**config.mk**
```make
export PLATFORM = sky130hd
export DESIGN_NAME = cbs_top
export DESIGN_NICKNAME = d
export VERILOG_FILES = /design/src/rtl/cbs_pkg.sv /design/src/rtl/cbs_flag_mask.sv /design/src/rtl/cbs_persist.sv /design/src/rtl/cbs_co_drive.sv /design/src/rtl/cbs_top.sv
export SDC_FILE = /design/constraint.sdc
export NUM_CORES = 1
export LEC_CHECK = 0
export ABC_AREA = 1
export BUFFER_PORTS_ARGS = -buffer_cell sky130_fd_sc_hd__buf_2
export CAP_MARGIN = 40
export CORE_ASPECT_RATIO = 1.25
export CORE_MARGIN = 3
export CORE_UTILIZATION = 40
export DETAILED_ROUTE_END_ITERATION = 8
export GPL_ROUTABILITY_DRIVEN = 1
export SLEW_MARGIN = 40
export SYNTH_ARGS = -nofsm -noshare
export SYNTH_HDL_FRONTEND = slang
export SYNTH_SLANG_ARGS = --single-unit
```
**constraint.sdc**
```tcl
create_clock -name clk -period 1.6 [get_ports clk]
set_clock_uncertainty 0.05 [all_clocks]
set_input_delay 0.32 -clock clk [delete_from_list [all_inputs] [get_ports clk]]
set_output_delay 0.32 -clock clk [all_outputs]
set_load 0.02 [all_outputs]
```
**src/rtl/cbs_pkg.sv**
```systemverilog
package cbs_pkg;
  typedef enum logic [1:0] {
    ST_NORM = 2'd0,
    ST_BAL  = 2'd1,
    ST_OVB  = 2'd2
  } cbs_state_t;

  typedef enum logic {
    PH_OFF = 1'b0,
    PH_ON  = 1'b1
  } cbs_phase_t;
endpackage

```
**src/rtl/cbs_flag_mask.sv**
```systemverilog
module cbs_flag_mask #(
  parameter int MAX_CELLS = 5,
  parameter int CELLS     = 5
) (
  input  logic [MAX_CELLS-1:0] bal_det_i,
  input  logic [MAX_CELLS-1:0] bal_rel_i,
  input  logic [MAX_CELLS-1:0] ov_det_i,
  input  logic [MAX_CELLS-1:0] ov_rel_i,
  output logic                 any_det_o,
  output logic                 any_rel_o,
  output logic                 all_rel_o,
  output logic                 any_ovd_o,
  output logic                 any_ovr_o,
  output logic [MAX_CELLS-1:0] rel_act_o
);
  logic [MAX_CELLS-1:0] act;

  // active-cell mask: cells at index CELLS and above read as cleared
  for (genvar i = 0; i < MAX_CELLS; i++) begin : g_act
    assign act[i] = (i < CELLS);
  end

  assign rel_act_o = bal_rel_i & act;
  assign any_det_o = |(bal_det_i & act);
  assign any_rel_o = |rel_act_o;
  assign all_rel_o = &(bal_rel_i | ~act);
  assign any_ovd_o = |(ov_det_i & act);
  assign any_ovr_o = |(ov_rel_i & act);
endmodule

```
**src/rtl/cbs_persist.sv**
```systemverilog
module cbs_persist #(
  parameter int LIMIT = 256
) (
  input  logic clk,
  input  logic rst,
  input  logic tick_i,
  input  logic cond_i,
  output logic hit_o
);
  localparam int W = $clog2(LIMIT + 1);
  localparam logic [W-1:0] LIM   = W'(LIMIT);
  localparam logic [W-1:0] LIMM1 = W'(LIMIT - 1);

  logic [W-1:0] cnt_q;

  always_ff @(posedge clk) begin
    if (rst || !cond_i) begin
      cnt_q <= '0;
    end else if (tick_i && cnt_q != LIM) begin
      cnt_q <= cnt_q + W'(1);
    end
  end

  assign hit_o = cond_i && tick_i && (cnt_q == LIMM1);

  // persistence count never runs past its limit
  p_no_overflow_r2: assert property (@(posedge clk) disable iff (rst)
    cnt_q <= LIM);
endmodule

```
**src/rtl/cbs_co_drive.sv**
```systemverilog
module cbs_co_drive #(
  parameter bit ACTIVE_HIGH = 1'b1,
  parameter bit OPEN_DRAIN  = 1'b0
) (
  input  logic clk,
  input  logic rst,
  input  logic alarm_i,
  output logic co_o,
  output logic co_oe_o
);
  logic level;
  assign level = ACTIVE_HIGH ? alarm_i : ~alarm_i;

  if (OPEN_DRAIN) begin : g_od
    always_ff @(posedge clk) begin
      if (rst) begin
        co_o    <= 1'b0;
        co_oe_o <= ~(ACTIVE_HIGH ? 1'b0 : 1'b1);
      end else begin
        co_o    <= 1'b0;
        co_oe_o <= ~level;
      end
    end
    // an open-drain pin only ever pulls low
    p_od_low_r10: assert property (@(posedge clk) disable iff (rst)
      co_o == 1'b0);
  end else begin : g_pp
    always_ff @(posedge clk) begin
      if (rst) begin
        co_o    <= ACTIVE_HIGH ? 1'b0 : 1'b1;
        co_oe_o <= 1'b1;
      end else begin
        co_o    <= level;
        co_oe_o <= 1'b1;
      end
    end
    // push-pull output is always driven
    p_pp_drive_r10: assert property (@(posedge clk) disable iff (rst)
      co_oe_o == 1'b1);
  end
endmodule

```
**src/rtl/cbs_top.sv**
```systemverilog
module cbs_top #(
  parameter int MAX_CELLS   = 5,
  parameter int CELLS       = 5,
  parameter int DET_TICKS   = 256,
  parameter int OFF_TICKS   = 1000,
  parameter int ON_TICKS    = 7200,
  parameter int OV_TICKS    = 256,
  parameter bit ACTIVE_HIGH = 1'b1,
  parameter bit OPEN_DRAIN  = 1'b0
) (
  input  logic                 clk,
  input  logic                 rst,
  input  logic                 tick_i,
  input  logic [MAX_CELLS-1:0] bal_det_i,
  input  logic [MAX_CELLS-1:0] bal_rel_i,
  input  logic [MAX_CELLS-1:0] ov_det_i,
  input  logic [MAX_CELLS-1:0] ov_rel_i,
  output logic [MAX_CELLS-1:0] sw_en_o,
  output logic                 co_o,
  output logic                 co_oe_o
);
  import cbs_pkg::*;

  localparam int WIN_MAX = (OFF_TICKS > ON_TICKS) ? OFF_TICKS : ON_TICKS;
  localparam int WW      = $clog2(WIN_MAX + 1);
  localparam logic [WW-1:0] OFF_LAST = WW'(OFF_TICKS - 1);
  localparam logic [WW-1:0] ON_LAST  = WW'(ON_TICKS - 1);

  cbs_state_t st_q, st_d;
  cbs_phase_t ph_q, ph_d;
  logic [WW-1:0]        win_q, win_d;
  logic [MAX_CELLS-1:0] sw_q, sw_d;

  logic any_det, any_rel, all_rel, any_ovd, any_ovr;
  logic [MAX_CELLS-1:0] rel_act;
  logic det_hit, ov_hit;

  cbs_flag_mask #(.MAX_CELLS(MAX_CELLS), .CELLS(CELLS)) u_mask (
    .bal_det_i(bal_det_i), .bal_rel_i(bal_rel_i),
    .ov_det_i(ov_det_i),   .ov_rel_i(ov_rel_i),
    .any_det_o(any_det),   .any_rel_o(any_rel), .all_rel_o(all_rel),
    .any_ovd_o(any_ovd),   .any_ovr_o(any_ovr), .rel_act_o(rel_act)
  );

  cbs_persist #(.LIMIT(DET_TICKS)) u_det (
    .clk(clk), .rst(rst), .tick_i(tick_i),
    .cond_i(any_det && st_q == ST_NORM), .hit_o(det_hit)
  );

  cbs_persist #(.LIMIT(OV_TICKS)) u_ov (
    .clk(clk), .rst(rst), .tick_i(tick_i),
    .cond_i(any_ovd && st_q == ST_BAL && ph_q == PH_OFF), .hit_o(ov_hit)
  );

  always_comb begin
    st_d  = st_q;
    ph_d  = ph_q;
    win_d = win_q;
    sw_d  = sw_q;
    if (tick_i) begin
      case (st_q)
        ST_NORM: begin
          if (det_hit) begin
            st_d  = ST_BAL;
            ph_d  = PH_OFF;
            win_d = '0;
            sw_d  = '0;
          end
        end
        default: begin
          if (ph_q == PH_OFF) begin
            if (st_q == ST_BAL && !any_rel) begin
              st_d  = ST_NORM;
              ph_d  = PH_OFF;
              win_d = '0;
              sw_d  = '0;
            end else begin
              if (st_q == ST_BAL && ov_hit)        st_d = ST_OVB;
              else if (st_q == ST_OVB && !any_ovr) st_d = ST_BAL;
              if (win_q == OFF_LAST) begin
                ph_d  = PH_ON;
                win_d = '0;
                sw_d  = all_rel ? '0 : rel_act;
              end else begin
                win_d = win_q + WW'(1);
              end
            end
          end else begin
            if (win_q == ON_LAST) begin
              ph_d  = PH_OFF;
              win_d = '0;
              sw_d  = '0;
            end else begin
              win_d = win_q + WW'(1);
            end
          end
        end
      endcase
    end
  end

  always_ff @(posedge clk) begin
    if (rst) begin
      st_q  <= ST_NORM;
      ph_q  <= PH_OFF;
      win_q <= '0;
      sw_q  <= '0;
    end else begin
      st_q  <= st_d;
      ph_q  <= ph_d;
      win_q <= win_d;
      sw_q  <= sw_d;
    end
  end

  cbs_co_drive #(.ACTIVE_HIGH(ACTIVE_HIGH), .OPEN_DRAIN(OPEN_DRAIN)) u_co (
    .clk(clk), .rst(rst), .alarm_i(st_d == ST_OVB),
    .co_o(co_o), .co_oe_o(co_oe_o)
  );

  assign sw_en_o = sw_q;

  // no discharge in normal state
  p_norm_open_r1: assert property (@(posedge clk) disable iff (rst)
    (st_q == ST_NORM) |-> (sw_q == '0));
  // all switches open in an off window
  p_off_open_r3: assert property (@(posedge clk) disable iff (rst)
    (ph_q == PH_OFF) |-> (sw_q == '0));
  // state frozen across an on window
  p_on_state_r7: assert property (@(posedge clk) disable iff (rst)
    (ph_q == PH_ON) |=> $stable(st_q));
  // switch pattern held until the window closes
  p_on_hold_r5: assert property (@(posedge clk) disable iff (rst)
    (ph_q == PH_ON) |=> (ph_q == PH_OFF || $stable(sw_q)));
  // overcharge entered only from an off-window tick
  p_ov_entry_r8: assert property (@(posedge clk) disable iff (rst)
    $rose(st_q == ST_OVB) |-> ($past(ph_q) == PH_OFF && $past(st_q) == ST_BAL));

  always_comb begin
    if (!rst) begin
      // never every active cell discharging at once
      p_not_all_r6: assert (CELLS == 0 || !(&sw_q[CELLS-1:0]));
    end
  end

  for (genvar i = CELLS; i < MAX_CELLS; i++) begin : g_unused
    // unused cells never get a switch
    p_unused_off_r11: assert property (@(posedge clk) disable iff (rst)
      sw_q[i] == 1'b0);
  end
endmodule

```
Word-level counts from Yosys, hierarchy flattened
Cells that the tools add are included.

word-level totals
  logic and storage cells = 75
  output and inout port bits = 7
  flip-flop bits (word level) = 40
  input port bits = 23

operators by class
  multiplexer cells = 26
  bitwise operators = 1
  equal/unequal tests = 11
  add/sub/neg operators = 3
  reduce and logical (&&, ||, !) cells = 27

operators by type and width
  kind                     number
  $mux W13                 6
  $mux W5                  7
  $reduce_or A5 Y1         4
  $add A9 B1 Y9 const B    2
  $eq A9 B8 Y1 const B     2
  $ne A9 B9 Y1 const B     2
  $mux W2                  7
  $add A13 B1 Y13 const B  1
  $eq A13 B10 Y1 const B   1
  $eq A13 B13 Y1 const B   1
  $logic_and A1 B1 Y1      12
  $mux W1                  6
  $reduce_and A5 Y1        1
  $eq A2 B2 Y1 const B     2
  $logic_not A1 Y1         4
  $reduce_and A4 Y1        1
  $reduce_bool A4 Y1       1
  $ne A3 B1 Y1 const B     1
  $eq A2 B1 Y1 const B     1
  $logic_not A2 Y1         1
  $logic_or A1 B1 Y1       2
  $ne A2 B2 Y1 const B     1
  $reduce_and A2 Y1        1
  $not A1 Y1               1

Longest topological paths before layout
  word-level depth = 12
  gate-level depth with buffers = 14
  mapped depth without buffers = 14

Modules after synthesis
Synthesis repeated with hierarchy kept, for this count alone.

unflattened totals
  cell total of the unflattened synthesis = 418
  area, all modules = 2638.8 µm²

by module, submodules not included
  module         times used  area an instance (µm²)  cells an instance  sequential area each (µm²)
  cbs_top        1           1328.8                  217                420.4
  cbs_persist    2           576.8                   86                 180.2
  cbs_flag_mask  1           115.1                   24                 0.0
  cbs_co_drive   1           41.3                    5                  20.0

Worst setup path before layout
Ideal clock, no wire load.

  path type = reg2reg
  from = register u_det.cnt_q[1]
  to = register win_q[11]
  period minus slack after synthesis = 1.796 ns
  buffers on the path = 0
  required time = 1.434 ns
  setup time = 0.116 ns
  setup slack = -0.196 ns
  cell stages (with the launch flop) = 12
  arrival = 1.630 ns
  cell sequence = dfxtp_1 > ha_1 > nand4_1 > nor3_1 > ha_1 > nand2_1 > nand2_1 > nand3_1 > nor2_1 > nand3_1 > nand2_2 > nor2_2

between the ends
  longest elaborated chain between the ends = 4

RTL lines
  item                                line               text
  start: declaration                  cbs_persist.sv:14  logic [W-1:0] cnt_q;
  start signal: assignment            cbs_persist.sv:20  cnt_q <= cnt_q + W'(1);
  $eq A9 B8 Y1                        cbs_persist.sv:24  assign hit_o = cond_i && tick_i && (cnt_q == LIMM1);
  $logic_and A1 B1 Y1                 cbs_persist.sv:24
  $ne A2 B2 Y1 (no source line)       -
  $reduce_and A2 Y1 (no source line)  -
  end signal: assignment              cbs_top.sv:111     win_q <= win_d;
  end: declaration                    cbs_top.sv:31      logic [WW-1:0] win_q, win_d;

No other way between the ends.
A chain may end at the register's enable or synchronous reset.

Final worst setup path
  from = register u_det.cnt_q[0]
  to = register win_q[7]

The elaborated chain is that of the path after synthesis.

==> metrics.md <==
| Metric | Value |
|---|---|
| Setup Viol. Count Final | `29` |
| DP Area | `2890 sq um` |
| Worst hold path endpoint | `sw_en_o[2]$_SDFFE_PP0P_` |
| First drt pass iteration count | `4` |
| All-Layer GR Usage | `17.9%` |
| Die Y | `92.8 microns` |
| Syn Nets | `389` |
| Final net count | `around 470` |
| RR Endpoint | `win_q[7]$_SDFFE_PP0P_` |
| RSZ-0062 raised after global routing | `true` |
| Die X-Extent | `75.4 microns` |
| Status | `complete, but fails checks` |
| Detailed Route WL | `6290 microns` |
| Largest net degree at the start of global routing | `14` |
| Clk buf depth | `2` |
| Commonest non-fill, non-tap cell in the layout | `nand2_1` |
| Most frequent cells in the layout | `nand2_1 (75), nor2_1 (45), buf_4 (39)` |
| Count of unique library cells instantiated by Yosys | `33` |
| Synth Instances | `359` |
| Syn avg cell area | `6.71 sq um` |
| Final setup margin | `-274 ps` |
| Hold buffers post-CTS | `0` |
| Hold Path Origin | `rst` |
| Crit-path slowest cell | `dfxtp_2` |
| Max Clock Freq | `534 MHz` |
| Clk root buf | `clkbuf_8` |
| Worst EP required | `1750 ps` |
| Final-layout fill cell count | `562` |
| Worst Hold Class | `input pin to flip-flop` |
| Final min period | `around 1900 ps` |
| Rows | `31` |
| Initial Util | `41.4%` |
| Tcrit/Tclk final | `117%` |
| Routed length per instance | `about 13 microns` |
| Number of top-level pins | `30` |
| Kind of critical path | `flip-flop to flip-flop` |
| Worst stage delay on the critical path | `360 ps` |
| Failing checks | `negative setup slack` |
| FF-to-FF path depth | `11` |
| DRT iter0 DRCs | `about 80` |
| Worst VDD drop | `0.389 mV` |
| CTS tree | `done` |
| Max-slew violations | `0` |
| Vias post-DR | `2457` |
| Largest cells by area after synthesis | `dfxtp_1 (33%), nand2_1 (14%), nor2_1 (7.9%), inv_1 (6.7%), nand3_1 (5.4%)` |
| Clk Latency, worst-skew pair | `300 ps` |
| Grt ovf | `0` |
| Pre-CTS setup slack | `-261 ps` |
| First-pass GRT wire length | `9540 microns` |
| P per Cell Area | `673 nW/um^2` |
| Yosys reg bits | `40` |
| Placer congestion estimate | `0.826` |
| Multi-input logic area | `around 1600 sq um` |
| IO Port Bufs | `28` |
| Storage cell area | `about 810 sq um` |
| Crit. End Element | `flip-flop` |
| Startpoint types | `flip-flop` |
| Yosys top cell area share | `33.2%` |
| Sequential cell area fraction in the yosys report | `around a third` |
| Layout cells sized above 1 | `38.1%` |
| Die area | `7000 sq um` |
| Synth warn | `0` |
| Clk sinks | `40` |
| CORE AREA | `5820 sq um` |
| Worst-path fanout max | `5` |
| H-tree lvl count | `2` |
| Clock slew seen by the registers of the worst setup and hold paths | `90 ps` |
| Vias in the first global route | `2192` |
| Leakage power | `1.43 nW` |
| Final Power | `0.00224 W` |
| Initial antenna violation count | `0` |
| Yosys top cell by area | `dfxtp_1` |
| Flop2flop setup slack | `-270 ps` |
| ANT nets after route | `0` |
| HPWL after detailed placement | `4610 microns` |
| CTS buffer count | `5` |
| Hold Fails Final Rpt | `0` |
| Worst r2r src | `u_det.cnt_q[0]$_SDFFE_PP0P_` |
| Residual DRC count | `0` |
| Crit-path cells | `ha_4 -> nand4_1 -> nor3_2 -> ha_2 -> nand2_4 -> a21oi_4 -> nand3_4 -> nand2_8 -> inv_6 -> nand2_1 -> nor2_1` |
| Critical Path AT | `around 2000 ps` |
| Cell area after layout | `3320 sq um` |
| P&R area growth vs syn | `37.9%` |
| WHS Path Cells | `2` |
| DR vias/cell | `4.89` |
| Syn Std Cell Area | `2410 sq um` |
| Antenna fix cells | `0` |
| Max-cap violations | `0` |
-- metal layers --
| metal | global-route usage [%] | up-vias | part of all wire, % |
|---|---|---|---|
| met2 | 30.9 | 45 | 54 |
| met5 | 0 | - | 0 |
| met1 | 21.3 | 1114 | 41 |
| li1 | - | 1294 | - |
| met4 | 6.12 | 0 | 0.80 |
| met3 | 3.58 | 4 | 3.4 |
-- synthesized netlist by cell type --
library cell,count
o21bai_1,1
nor3_1,14
nor2_1,51
nor4_1,4
dfxtp_1,40
nand2_2,4
buf_2,1
buf_4,3
nand4_2,1
nor3b_1,1
nand2_1,93
o21ai_0,8
a211oi_1,2
and3_1,1
nand4_1,6
inv_2,2
nor2_2,2
or2_0,1
nand2_4,2
buf_6,2
nand2_8,1
a21oi_4,1
nand3_4,2
conb_1,1
xor2_1,13
inv_4,1
a21oi_1,22
inv_1,43
nand3_1,26
nand3_2,1
ha_1,7
xnor2_1,1
nor2_8,1
-- cell families after synthesis --
logic type / after synthesis / share of synthesized area [%]
simple gates: 211 / 40.7
compound gates: 34 / 7.84
buf+inv: 52 / 9.35
xor+xnor: 14 / 5.09
flops: 40 / 33.2
fa+ha+maj: 7 / 3.63
other cells: 1 / 0.156
-- how the worst max path moves through the flow --
stage / endpoint / cells after the start / start / slack (ps)
3_3_place_gp: win_q[3]$_SDFFE_PP0P_ / 10 / u_det.cnt_q[0]$_SDFFE_PP0P_ / -180
6_report: win_q[7]$_SDFFE_PP0P_ / 11 / u_det.cnt_q[0]$_SDFFE_PP0P_ / -270
2_1_floorplan: win_q[9]$_SDFFE_PP0P_ / 10 / u_det.cnt_q[0]$_SDFFE_PP0P_ / -100
5_1_grt: win_q[11]$_SDFFE_PP0P_ / 11 / u_det.cnt_q[0]$_SDFFE_PP0P_ / -370
4_1_cts: sw_en_o[0]$_SDFFE_PP0P_ / 11 / u_det.cnt_q[0]$_SDFFE_PP0P_ / -230
3_5_place_dp: win_q[7]$_SDFFE_PP0P_ / 11 / u_det.cnt_q[0]$_SDFFE_PP0P_ / -260
-- critical path: cells and delay by family, from the launching register on --
family,cells,cell delay (ps)
adder cells (fa/ha/maj),2,360
AND/OR/NAND/NOR,7,770
buffers and inverters,1,40
AO/OA/AOI/OAI,1,190
flip-flops,1,360
-- registers in the layout, indices dropped and copies added, names as in the netlist --
| name | count |
|---|---|
| win_q | 13 |
| u_det.cnt_q | 9 |
| u_ov.cnt_q | 9 |
| sw_en_o | 5 |
| st_q | 2 |
| ph_q | 1 |
| u_co.co_o | 1 |
-- where the power goes --
part	switching, W	internal [W]
sequential	0.0000131	0.00101
clock	0.000378	0.000462
combinational	0.000214	0.000156
-- timing repair --
action                     4_1_cts  5_1_grt
setup endpoints to repair       26       39
buffers inserted                21        8
cloned                           1        0
resized for setup               11       66
pin swaps                        6       23
-- per-stage QoR --
stage	TNS, ps	hold WS (ps)	utilization (%)	cells
final	-4990	242	57.1	502
after global routing	-8020	255	57.1	502
after CTS	-3770	241	53.0	496
after detailed placement	-4090	395	49.7	482
after global placement	-2760	390	49.7	482
after floorplan	-1030	339	-	359
-- cell type report --
class | instances | area share [%]
inverter | 46 | 5.65
tap | 66 | 2.49
clock buffer | 5 | 2.07
multi-input combinational | 268 | 48.7
timing repair buffer | 74 | 15.4
sequential | 40 | 24.4
clock inverter | 3 | 1.28
No activity file was read; power rests on OpenSTA's default activity.
